$ cat config.mk
export PLATFORM = sky130hd
export DESIGN_NAME = rect_blit_engine
export DESIGN_NICKNAME = d
export VERILOG_FILES = /design/src/rtl/rbe_pkg.sv /design/src/rtl/rbe_cmd_decode.sv /design/src/rtl/rbe_cursor.sv /design/src/rtl/rbe_walker.sv /design/src/rtl/rect_blit_engine.sv
export SDC_FILE = /design/constraint.sdc
export NUM_CORES = 1
export LEC_CHECK = 0
export BUFFER_PORTS_ARGS = -buffer_cell sky130_fd_sc_hd__buf_2
export CAP_MARGIN = 5
export CORE_UTILIZATION = 39
export DETAILED_ROUTE_END_ITERATION = 8
export SLEW_MARGIN = 20
export SYNTH_ARGS = -nofsm -noshare
export SYNTH_HDL_FRONTEND = slang
export SYNTH_HIERARCHICAL = 1
export SYNTH_SLANG_ARGS = --single-unit
$ cat constraint.sdc
create_clock -name clk -period 4.3 [get_ports clk]
set_input_delay 0.86 -clock clk [delete_from_list [all_inputs] [get_ports clk]]
set_output_delay 0.86 -clock clk [all_outputs]
set_load 0.03 [all_outputs]
$ cat src/rtl/rbe_pkg.sv
package rbe_pkg;

    localparam int CMD_W  = 32;
    localparam int OP_W   = 8;
    localparam int ADDR_W = 24;
    localparam int DIM_W  = 10;
    localparam int PIX_W  = 16;
    localparam int GO_IRQ_BIT = 1;

    typedef logic [ADDR_W-1:0] addr_t;
    typedef logic [DIM_W-1:0]  dim_t;
    typedef logic [PIX_W-1:0]  pix_t;

    typedef enum logic [OP_W-1:0] {
        OP_COLOUR  = 8'h0B,
        OP_DST     = 8'h0C,
        OP_SRC     = 8'h0D,
        OP_WIDTH   = 8'h0E,
        OP_HEIGHT  = 8'h0F,
        OP_COPY_GO = 8'h21,
        OP_FILL_GO = 8'h23
    } opcode_e;

    typedef enum logic [1:0] {
        ST_IDLE,
        ST_FILL,
        ST_READ,
        ST_WRITE
    } walk_state_e;

    typedef enum logic {
        JOB_FILL,
        JOB_COPY
    } job_e;

    typedef struct packed {
        addr_t dst;
        addr_t src;
        dim_t  w_m1;
        dim_t  h_m1;
        pix_t  colour;
    } shape_t;

    typedef struct packed {
        logic fire;
        job_e kind;
        logic irq_req;
    } launch_t;

    function automatic addr_t halfword_align(logic [CMD_W-1:0] word);
        return {word[ADDR_W-1:1], 1'b0};
    endfunction

endpackage

$ cat src/rtl/rbe_cmd_decode.sv
module rbe_cmd_decode
    import rbe_pkg::*;
(
    input  logic             clk,
    input  logic             rst,
    input  logic             cmd_valid,
    input  logic             accept_en,
    input  logic [CMD_W-1:0] cmd_word,
    output shape_t           shape,
    output launch_t          launch
);

    logic            take;
    logic [OP_W-1:0] op;

    assign take = cmd_valid && accept_en;
    assign op   = cmd_word[CMD_W-1 -: OP_W];

    always_ff @(posedge clk) begin
        if (rst) begin
            shape <= '0;
        end else if (take) begin
            case (op)
                OP_COLOUR: shape.colour <= cmd_word[PIX_W-1:0];
                OP_DST:    shape.dst    <= halfword_align(cmd_word);
                OP_SRC:    shape.src    <= halfword_align(cmd_word);
                OP_WIDTH:  shape.w_m1   <= cmd_word[DIM_W-1:0];
                OP_HEIGHT: shape.h_m1   <= cmd_word[DIM_W-1:0];
                default: ;
            endcase
        end
    end

    always_comb begin
        launch = '{fire: 1'b0, kind: JOB_FILL, irq_req: 1'b0};
        if (take) begin
            case (op)
                OP_FILL_GO: launch = '{fire: 1'b1, kind: JOB_FILL,
                                       irq_req: cmd_word[GO_IRQ_BIT]};
                OP_COPY_GO: launch = '{fire: 1'b1, kind: JOB_COPY,
                                       irq_req: cmd_word[GO_IRQ_BIT]};
                default: ;
            endcase
        end
    end

endmodule

$ cat src/rtl/rbe_cursor.sv
module rbe_cursor
    import rbe_pkg::*;
(
    input  logic  clk,
    input  logic  rst,
    input  logic  load,
    input  addr_t load_addr,
    input  logic  step_pix,
    input  logic  step_row,
    input  addr_t stride,
    output addr_t ptr
);

    addr_t row_base;
    addr_t next_row;

    assign next_row = row_base + stride;

    always_ff @(posedge clk) begin
        if (rst) begin
            row_base <= '0;
            ptr      <= '0;
        end else if (load) begin
            row_base <= load_addr;
            ptr      <= load_addr;
        end else if (step_row) begin
            row_base <= next_row;
            ptr      <= next_row;
        end else if (step_pix) begin
            ptr <= ptr + ADDR_W'(2);
        end
    end

endmodule

$ cat src/rtl/rbe_walker.sv
module rbe_walker
    import rbe_pkg::*;
#(
    parameter int LINE_W = 11
) (
    input  logic              clk,
    input  logic              rst,
    input  launch_t           launch,
    input  shape_t            shape,
    input  logic [LINE_W-1:0] line_pixels,
    input  pix_t              mem_rdata,
    output logic              mem_en,
    output logic              mem_we,
    output addr_t             mem_addr,
    output pix_t              mem_wdata,
    output logic              busy,
    output logic              done,
    output logic              irq
);

    localparam int NCUR    = 2;
    localparam int CUR_DST = 0;
    localparam int CUR_SRC = 1;

    walk_state_e state;
    dim_t        x_cnt, y_cnt, w_lim, h_lim;
    pix_t        colour_q;
    logic        irq_q;
    logic        advance, last_col, last_row, finish;
    logic        cur_load, step_pix, step_row;
    addr_t       stride;
    addr_t       cur_base [NCUR];
    addr_t       cur_ptr  [NCUR];

    assign stride   = ADDR_W'({line_pixels, 1'b0});
    assign advance  = (state == ST_FILL) || (state == ST_WRITE);
    assign last_col = (x_cnt == w_lim);
    assign last_row = (y_cnt == h_lim);
    assign finish   = advance && last_col && last_row;
    assign cur_load = launch.fire && (state == ST_IDLE);
    assign step_pix = advance && !last_col;
    assign step_row = advance && last_col && !last_row;

    assign cur_base[CUR_DST] = shape.dst;
    assign cur_base[CUR_SRC] = shape.src;

    for (genvar g = 0; g < NCUR; g++) begin : g_cursor
        rbe_cursor u_cursor (
            .clk       (clk),
            .rst       (rst),
            .load      (cur_load),
            .load_addr (cur_base[g]),
            .step_pix  (step_pix),
            .step_row  (step_row),
            .stride    (stride),
            .ptr       (cur_ptr[g])
        );
    end

    always_ff @(posedge clk) begin
        if (rst) begin
            state    <= ST_IDLE;
            x_cnt    <= '0;
            y_cnt    <= '0;
            w_lim    <= '0;
            h_lim    <= '0;
            colour_q <= '0;
            irq_q    <= 1'b0;
            done     <= 1'b0;
            irq      <= 1'b0;
        end else begin
            done <= 1'b0;
            irq  <= 1'b0;
            case (state)
                ST_IDLE: begin
                    if (launch.fire) begin
                        state    <= (launch.kind == JOB_COPY) ? ST_READ : ST_FILL;
                        x_cnt    <= '0;
                        y_cnt    <= '0;
                        w_lim    <= shape.w_m1;
                        h_lim    <= shape.h_m1;
                        colour_q <= shape.colour;
                        irq_q    <= launch.irq_req;
                    end
                end
                ST_READ: state <= ST_WRITE;
                ST_FILL, ST_WRITE: begin
                    if (last_col) begin
                        x_cnt <= '0;
                        if (!last_row) y_cnt <= y_cnt + DIM_W'(1);
                    end else begin
                        x_cnt <= x_cnt + DIM_W'(1);
                    end
                    if (finish) begin
                        state <= ST_IDLE;
                        done  <= 1'b1;
                        irq   <= irq_q;
                    end else if (state == ST_WRITE) begin
                        state <= ST_READ;
                    end
                end
                default: state <= ST_IDLE;
            endcase
        end
    end

    always_comb begin
        busy      = (state != ST_IDLE);
        mem_en    = busy;
        mem_we    = advance;
        mem_addr  = (state == ST_READ) ? cur_ptr[CUR_SRC] : cur_ptr[CUR_DST];
        mem_wdata = (state == ST_WRITE) ? mem_rdata : colour_q;
    end

endmodule

$ cat src/rtl/rect_blit_engine.sv
module rect_blit_engine
    import rbe_pkg::*;
#(
    parameter int LINE_W = 11
) (
    input  logic              clk,
    input  logic              rst,
    input  logic              cmd_valid,
    input  logic [CMD_W-1:0]  cmd_word,
    output logic              cmd_ready,
    input  logic [LINE_W-1:0] line_pixels,
    output logic              mem_en,
    output logic              mem_we,
    output logic [ADDR_W-1:0] mem_addr,
    output logic [PIX_W-1:0]  mem_wdata,
    input  logic [PIX_W-1:0]  mem_rdata,
    output logic              busy,
    output logic              done,
    output logic              irq
);

    shape_t  shape;
    launch_t launch;

    assign cmd_ready = !busy;

    rbe_cmd_decode u_decode (
        .clk       (clk),
        .rst       (rst),
        .cmd_valid (cmd_valid),
        .accept_en (cmd_ready),
        .cmd_word  (cmd_word),
        .shape     (shape),
        .launch    (launch)
    );

    rbe_walker #(.LINE_W(LINE_W)) u_walker (
        .clk         (clk),
        .rst         (rst),
        .launch      (launch),
        .shape       (shape),
        .line_pixels (line_pixels),
        .mem_rdata   (mem_rdata),
        .mem_en      (mem_en),
        .mem_we      (mem_we),
        .mem_addr    (mem_addr),
        .mem_wdata   (mem_wdata),
        .busy        (busy),
        .done        (done),
        .irq         (irq)
    );

endmodule

# After elaboration in Yosys (flattened, before gate mapping)
# Cells that the tools add are included.
classes:
  addsub: 6
  n_eq_ne: 16
  n_mux: 26
  n_bitwise: 2
  reduce_logical: 27
op_table:
  columns: ["operator", "n"]
  rows:
  - ["two-way mux 24 bit", 11]
  - ["adder 24 x 12 -> 24 bit", 2]
  - ["adder 24 x 2 -> 24 bit (second input constant)", 2]
  - ["equality test 8 x 4 -> 1 bit (second input constant)", 5]
  - ["two-way mux 10 bit", 4]
  - ["one-hot mux 10 bit (2 select lines)", 2]
  - ["adder 10 x 1 -> 10 bit (second input constant)", 2]
  - ["equality test 10 bit", 2]
  - ["equality test 8 x 6 -> 1 bit (second input constant)", 2]
  - ["two-way mux 16 bit", 1]
  - ["AND reduction 2 bit", 8]
  - ["two-way mux 2 bit", 4]
  - ["logical AND 1 bit", 6]
  - ["one-hot mux 2 bit (3 select lines)", 1]
  - ["one-hot mux 3 bit (2 select lines)", 1]
  - ["nonzero test 2 bit", 3]
  - ["equality test 2 bit (second input constant)", 2]
  - ["!= test 2 x 1 -> 1 bit (second input constant)", 2]
  - ["AND reduction 4 bit", 1]
  - ["OR reduction 2 bit", 2]
  - ["logical NOT 1 bit", 3]
  - ["two-way mux 3 bit", 1]
  - ["!= test 3 x 1 -> 1 bit (second input constant)", 1]
  - ["nonzero test 3 bit", 1]
  - ["7 further kinds", 8]
word_totals:
  register_bits: 239
  input_bits: 62
  out_inout_bits: 46
  wordCells: 95

# Longest topological paths before layout
logic_depth:
  word_depth: 7
  depth_mapped: 17
  depth_no_buf: 13

# Cells and area by module
# The synthesis kept the hierarchy.
by_module_without_submodules:
  columns: ["module", "n_inst", "cells_per_inst", "area_each_um2", "seq_area_each_um2"]
  rows:
  - ["rbe_cursor (u_walker.g_cursor[0].u_cursor)", 1, 489, 3736.1, 960.9]
  - ["rbe_cursor (u_walker.g_cursor[1].u_cursor)", 1, 444, 3445.8, 960.9]
  - ["rbe_cmd_decode", 1, 310, 3398.3, 1641.6]
  - ["rbe_walker", 1, 388, 3223.1, 1221.2]
  - ["rect_blit_engine", 1, 1, 3.8, 0.0]

# Worst setup path before layout
# No wires, ideal clock.
synth_path:
  kind: "register to register"
  from: "reg u_walker.state[0]"
  to: "reg u_walker.g_cursor[1].u_cursor.ptr[17]"
  arrival_time_ns: 3.380
  t_required_ns: 4.185
  path_slack_ns: 0.805
  stages_incl_launch_ff: 18
  path_buffers: 6
  path_cell_list: "dfxtp_1 -> buf_4 -> nor2_1 -> inv_1 -> inv_1 -> and3_1 -> clkbuf_1 -> and4b_1 -> nand2_1 -> inv_2 -> clkbuf_1 -> clkbuf_1 -> nor2b_1 -> clkbuf_1 -> buf_1 -> nand3b_1 -> a31oi_1 -> o21a_1"
synth_rtl:
  columns: ["element", "line_no", "source"]
  rows:
  - ["from (decl)", "rbe_walker.sv:25", "walk_state_e state;"]
  - ["from (signal assigned)", "rbe_walker.sv:77", "state <= (launch.kind == JOB_COPY) ? ST_READ : ST_FILL;"]
  - ["to (signal assigned)", "rbe_cursor.sv:25", "ptr <= load_addr;"]
  - ["to (signal assigned)", "rbe_cursor.sv:28", "ptr <= next_row;"]
  - ["to (signal assigned)", "rbe_cursor.sv:30", "ptr <= ptr + ADDR_W'(2);"]
  - ["to (decl)", "rbe_cursor.sv:11", "output addr_t ptr"]

# Worst setup path after layout
layout_path:
  from: "reg u_walker.y_cnt[3]"
  to: "reg u_walker.g_cursor[0].u_cursor.ptr[9]"
layout_between:
  elab_chain_cells: 5
  elab_cells_between_ends: 6
layout_rtl:
  columns: ["element", "line_no", "source"]
  rows:
  - ["from (decl)", "rbe_walker.sv:26", "dim_t x_cnt, y_cnt, w_lim, h_lim;"]
  - ["from (signal assigned)", "rbe_walker.sv:90", "if (!last_row) y_cnt <= y_cnt + DIM_W'(1);"]
  - ["equality test 10 bit *", "rbe_walker.sv:38", "assign last_row = (y_cnt == h_lim);"]
  - ["logical NOT 1 bit *", "rbe_walker.sv:42", "assign step_row = advance && last_col && !last_row;"]
  - ["logical AND 1 bit *", "rbe_walker.sv:42", null]
  - ["via u_walker.step_row", "rbe_walker.sv:30", "logic cur_load, step_pix, step_row;"]
  - ["two-way mux 24 bit", "rbe_cursor.sv:26", "end else if (step_row) begin"]
  - ["two-way mux 24 bit", "rbe_cursor.sv:23", "end else if (load) begin"]
  - ["to (signal assigned)", "rbe_cursor.sv:25", null]
  - ["to (signal assigned)", "rbe_cursor.sv:28", null]
  - ["to (signal assigned)", "rbe_cursor.sv:30", null]
  - ["to (decl)", "rbe_cursor.sv:11", null]
# Mark *: on every way through the listed nets, which the timed path passes. The rest lies on a longest branch.
# A chain may end at the register's enable or synchronous reset.

==> run summary <==
=========================================================================================
Critical path data required time                                                  4.80 ns
Sequence of cells on the critical path                                       xor2_1 > nor4_1 > and4_4 > nor2_1 > buf_12 > nor2_2 > buf_4 > o21ai_0 > o221ai_1 > o211a_1
Area growth, synth to finish                                                        13.7%
Cell internal pwr                                                                 3760 uW
Post-CTS setup-driven buffer insertion count                                            0
Logic depth of the worst register-to-register path                                     10
Setup total negative slack                                                           0 ns
Area of the mapped netlist                                                     13800 um^2
Wire length per cell                                                              19.9 um
Quantity of gates resized following cts                                                 0
Share of the synthesized netlist area taken by xor and xnor gates                   3.42%
Result of the run                                                               completed
Portion of netlist area occupied by mux cells                                       10.0%
Worst Setup Path Type                                                        flop to flop
Total power density per cell area                                             314 nW/um^2
Upper clock frequency limit                                                       307 MHz
Worst flop-to-flop path endpoint                                             u_walker/g_cursor[0].u_cursor/ptr[9]
Sort of element at the end of the critical path                                      flop
Post-DR vias/cell                                                                    5.72
Final setup violation count                                                             0
Final setup skew                                                                0.0270 ns
Primary FF master, synth                                                     sky130_fd_sc_hd__dfxtp_1
Commonest non-fill, non-tap cell in the layout                               sky130_fd_sc_hd__dfxtp_1
Minimum setup slack among reg-to-reg paths                                        1.04 ns
Power dissipated by switching net loads                                           1170 uW
Clock Pin Slew Worst Setup and Hold Paths                                         0.06 ns
Placer's final routability congestion estimate                                      0.886
DRT Wirelength                                                                   43800 um
Tot GR Track Use                                                                    23.6%
Share of layout cells above drive strength 1                                        15.3%
Proportion of register bits with asynchronous set or reset after synthesis             0%
Hold/Removal Path Class                                                      flop to flop
Clock latency on the worst-skew pair                                              0.57 ns
Die outline area                                                               36200 um^2
Delay of the slowest cell on the worst path                                       0.54 ns
RSZ-0062 raised after global routing                                                false
Sequential fraction of design power                                                 45.0%
Clock power share                                                                   50.0%
Leakage                                                                        0.00649 uW
Clock Sinks                                                                           239
Initial cell density of the core                                                    39.8%
Worst Tran Pin Value                                                             0.990 ns
Highest net fanout along the worst path                                                27
CP Launch Type                                                                       flop
Total overflow reported by the global router                                            0
Count of nets left with antenna violations after detail routing                         0
Remaining DRCs                                                                          0
Synth Area in Compound Gates                                                        20.0%
Number of synthesized flops with an enable pin                                          0
Fraction of the mapped netlist area in adder cells                                  4.82%
Clock tree from TritonCTS                                                           built
Fin crit share                                                                      75.7%
Proportion of power drawn by combinational gates                                     5.1%
Highest-count cells in the layout ignoring fill and taps                     sky130_fd_sc_hd__dfxtp_1 (239), sky130_fd_sc_hd__nand2_1 (212), sky130_fd_sc_hd__a21oi_1 (148), sky130_fd_sc_hd__nand2b_1 (122), sky130_fd_sc_hd__buf_2 (106)
Buffer type at the clock tree root                                           sky130_fd_sc_hd__clkbuf_16
Final number of max-transition violations                                               0
Vias in the first global route                                                      11600
Initial antenna violation count                                                         1
Layout Utilization                                                                  45.2%
Vias                                                                                12600
Core footprint                                                                 34700 um^2
Capturing element of the worst setup path                                    u_walker/g_cursor[0].u_cursor/ptr[9]
Die Wd                                                                             190 um
Warning count from the yosys run                                                        6
Timing startpoint of the critical path                                       u_walker/y_cnt[3]
CP max stage cell                                                            sky130_fd_sc_hd__nor2_2
RR Startpoint                                                                u_walker/y_cnt[3]
Synthesized netlist cell count                                                       1632
Max-capacitance violation count                                                         0
Quantity of I/O buffers inserted on ports                                             107
Number of buffers created by CTS                                                       28
Count of standard-cell rows                                                            68
Slew HR                                                                             33.9%
Post-DP HPWL                                                                     32100 um
Number of top-level design ports                                                      108
Worst VDD drop                                                                   0.350 mV
H-Tree Depth                                                                            1
Maximum number of pins on one net before global-route repair                           86
Number of register bits inferred by synthesis                                         239
Average instance area after synthesis                                           8.46 um^2
Final critical path time including I/O delays and setup                           3.26 ns
First-pass DRT Iterations                                                               6
Post-synth cell types                                                                  92
Post-synthesis share of cell area spent on and, or, nand and nor gates              22.8%
Share of the yosys chip area belonging to registers                                 34.7%
Final number of hold-violating endpoints                                                0
Maximum number of buffers from clock root to sink                                       3
Wire length of the first global-routing pass                                     66600 um
Hold-fix buffers, CTS                                                                   0
Number of DRC markers after the initial detailed-route iteration                     1092
Main combinational cell family by area after synthesis                       simple AND/OR/NAND/NOR gates
Vertical die dimension                                                             190 um
Worst min-delay path startpoint                                              u_decode/shape[19]
Net Sw Frac                                                                         23.8%
Worst endpoint data arrival time                                                  3.75 ns
Count of nets after finishing                                                        1837
=========================================================================================
## stage by stage
stage                     cell area, um^2  worst slack, ns  hold WS [ns]  power (uW)  cells
after floorplan                     13900            0.805         0.432        2420   1658
after global placement              14700            0.985         0.439        2510   2148
after detailed placement            14700            0.937         0.444        2510   2148
after CTS                           15700             1.08         0.452        4980   2200
after global routing                15700            0.810         0.465        5090   2200
final                               15700             1.04         0.448        4930   2202
## synth_stat cells, types with 12 or more instances
master,instances,area [um^2]
sky130_fd_sc_hd__dfxtp_1,239,4780
sky130_fd_sc_hd__nand2_1,212,796
sky130_fd_sc_hd__a21oi_1,148,741
sky130_fd_sc_hd__nand2b_1,122,763
sky130_fd_sc_hd__mux2i_1,92,921
sky130_fd_sc_hd__nor2_1,64,240
sky130_fd_sc_hd__o21ai_0,62,310
sky130_fd_sc_hd__clkbuf_1,59,221
sky130_fd_sc_hd__ha_1,50,626
sky130_fd_sc_hd__nand3_1,47,235
sky130_fd_sc_hd__mux2_2,41,462
sky130_fd_sc_hd__xnor2_1,31,272
sky130_fd_sc_hd__inv_1,30,113
sky130_fd_sc_hd__a31oi_1,29,181
sky130_fd_sc_hd__a21o_1,25,188
sky130_fd_sc_hd__a211oi_1,23,173
sky130_fd_sc_hd__xor2_1,21,184
sky130_fd_sc_hd__and3_1,20,125
sky130_fd_sc_hd__nand4_1,20,125
sky130_fd_sc_hd__nor3_1,17,85.1
sky130_fd_sc_hd__or3_1,17,106
sky130_fd_sc_hd__a22oi_1,16,120
sky130_fd_sc_hd__a32oi_1,14,123
sky130_fd_sc_hd__o21a_1,13,97.6
sky130_fd_sc_hd__buf_6,12,135
## power by group through the flow
stage / logic (uW) / clock network [uW] / registers [uW]
floorplan: 151 / 0 / 2270
global placement: 247 / 0 / 2270
detailed placement: 247 / 0 / 2270
CTS: 249 / 2510 / 2220
global route: 269 / 2600 / 2220
finish: 250 / 2460 / 2220
## layout make-up
| class | count | area, um^2 |
|---|---|---|
| antenna | 2 | 5.00 |
| clock buffer | 34 | 763 |
| clock inverter | 18 | 204 |
| fill | 3442 | 19000 |
| inverter | 31 | 118 |
| multi-input combinational | 1295 | 8540 |
| sequential | 239 | 4780 |
| tap | 455 | 569 |
| timing repair buffer | 128 | 724 |
## worst min-delay path by stage
stage                              endpoint  slack, ns  cells past startpoint
after floorplan              u_walker/irq_q       0.43                      2
after global routing      u_walker/h_lim[3]       0.46                      2
after detailed placement  u_walker/h_lim[3]       0.44                      2
after CTS                 u_walker/h_lim[3]       0.45                      2
final                     u_walker/h_lim[3]       0.45                      2
after global placement    u_walker/h_lim[2]       0.44                      2
## cell families after synthesis
kind of cell / after synthesis
AND/OR/NAND/NOR: 603
AO/OA/AOI/OAI: 426
flip-flops: 239
multiplexers: 133
buffers and inverters: 124
XOR/XNOR: 53
adder cells (fa/ha/maj): 52
other: 2
## critical path, delay by kind of cell, from the launching register on
kind	cells	cell delay, ns
flops	1	0.48
xor+xnor	1	0.11
compound gates	3	0.50
simple gates	4	1.47
buf+inv	2	0.60
## flip-flops by register name (all words and copies together) (netlist names), named ones only
name / flops
u_walker/state: 1
u_walker/g_cursor.u_cursor/ptr: 48
u_walker/irq_q: 1
u_walker/y_cnt: 10
u_decode/shape: 82
u_walker/done: 1
u_walker/g_cursor.u_cursor/row_base: 48
u_walker/w_lim: 10
u_walker/x_cnt: 10
u_walker/colour_q: 16
u_walker/irq: 1
u_walker/h_lim: 10
## routing by layer
layer	vias up	global-route usage, %	wire, um	share of wire, %
met5	-	0	0	0
met4	0	6.65	1160	2.7
met3	61	2.71	2380	5.4
met2	393	38.3	20000	46
met1	6089	32.7	20300	46
li1	6050	-	-	-
Note: power is estimated with default switching activity, not from simulation.
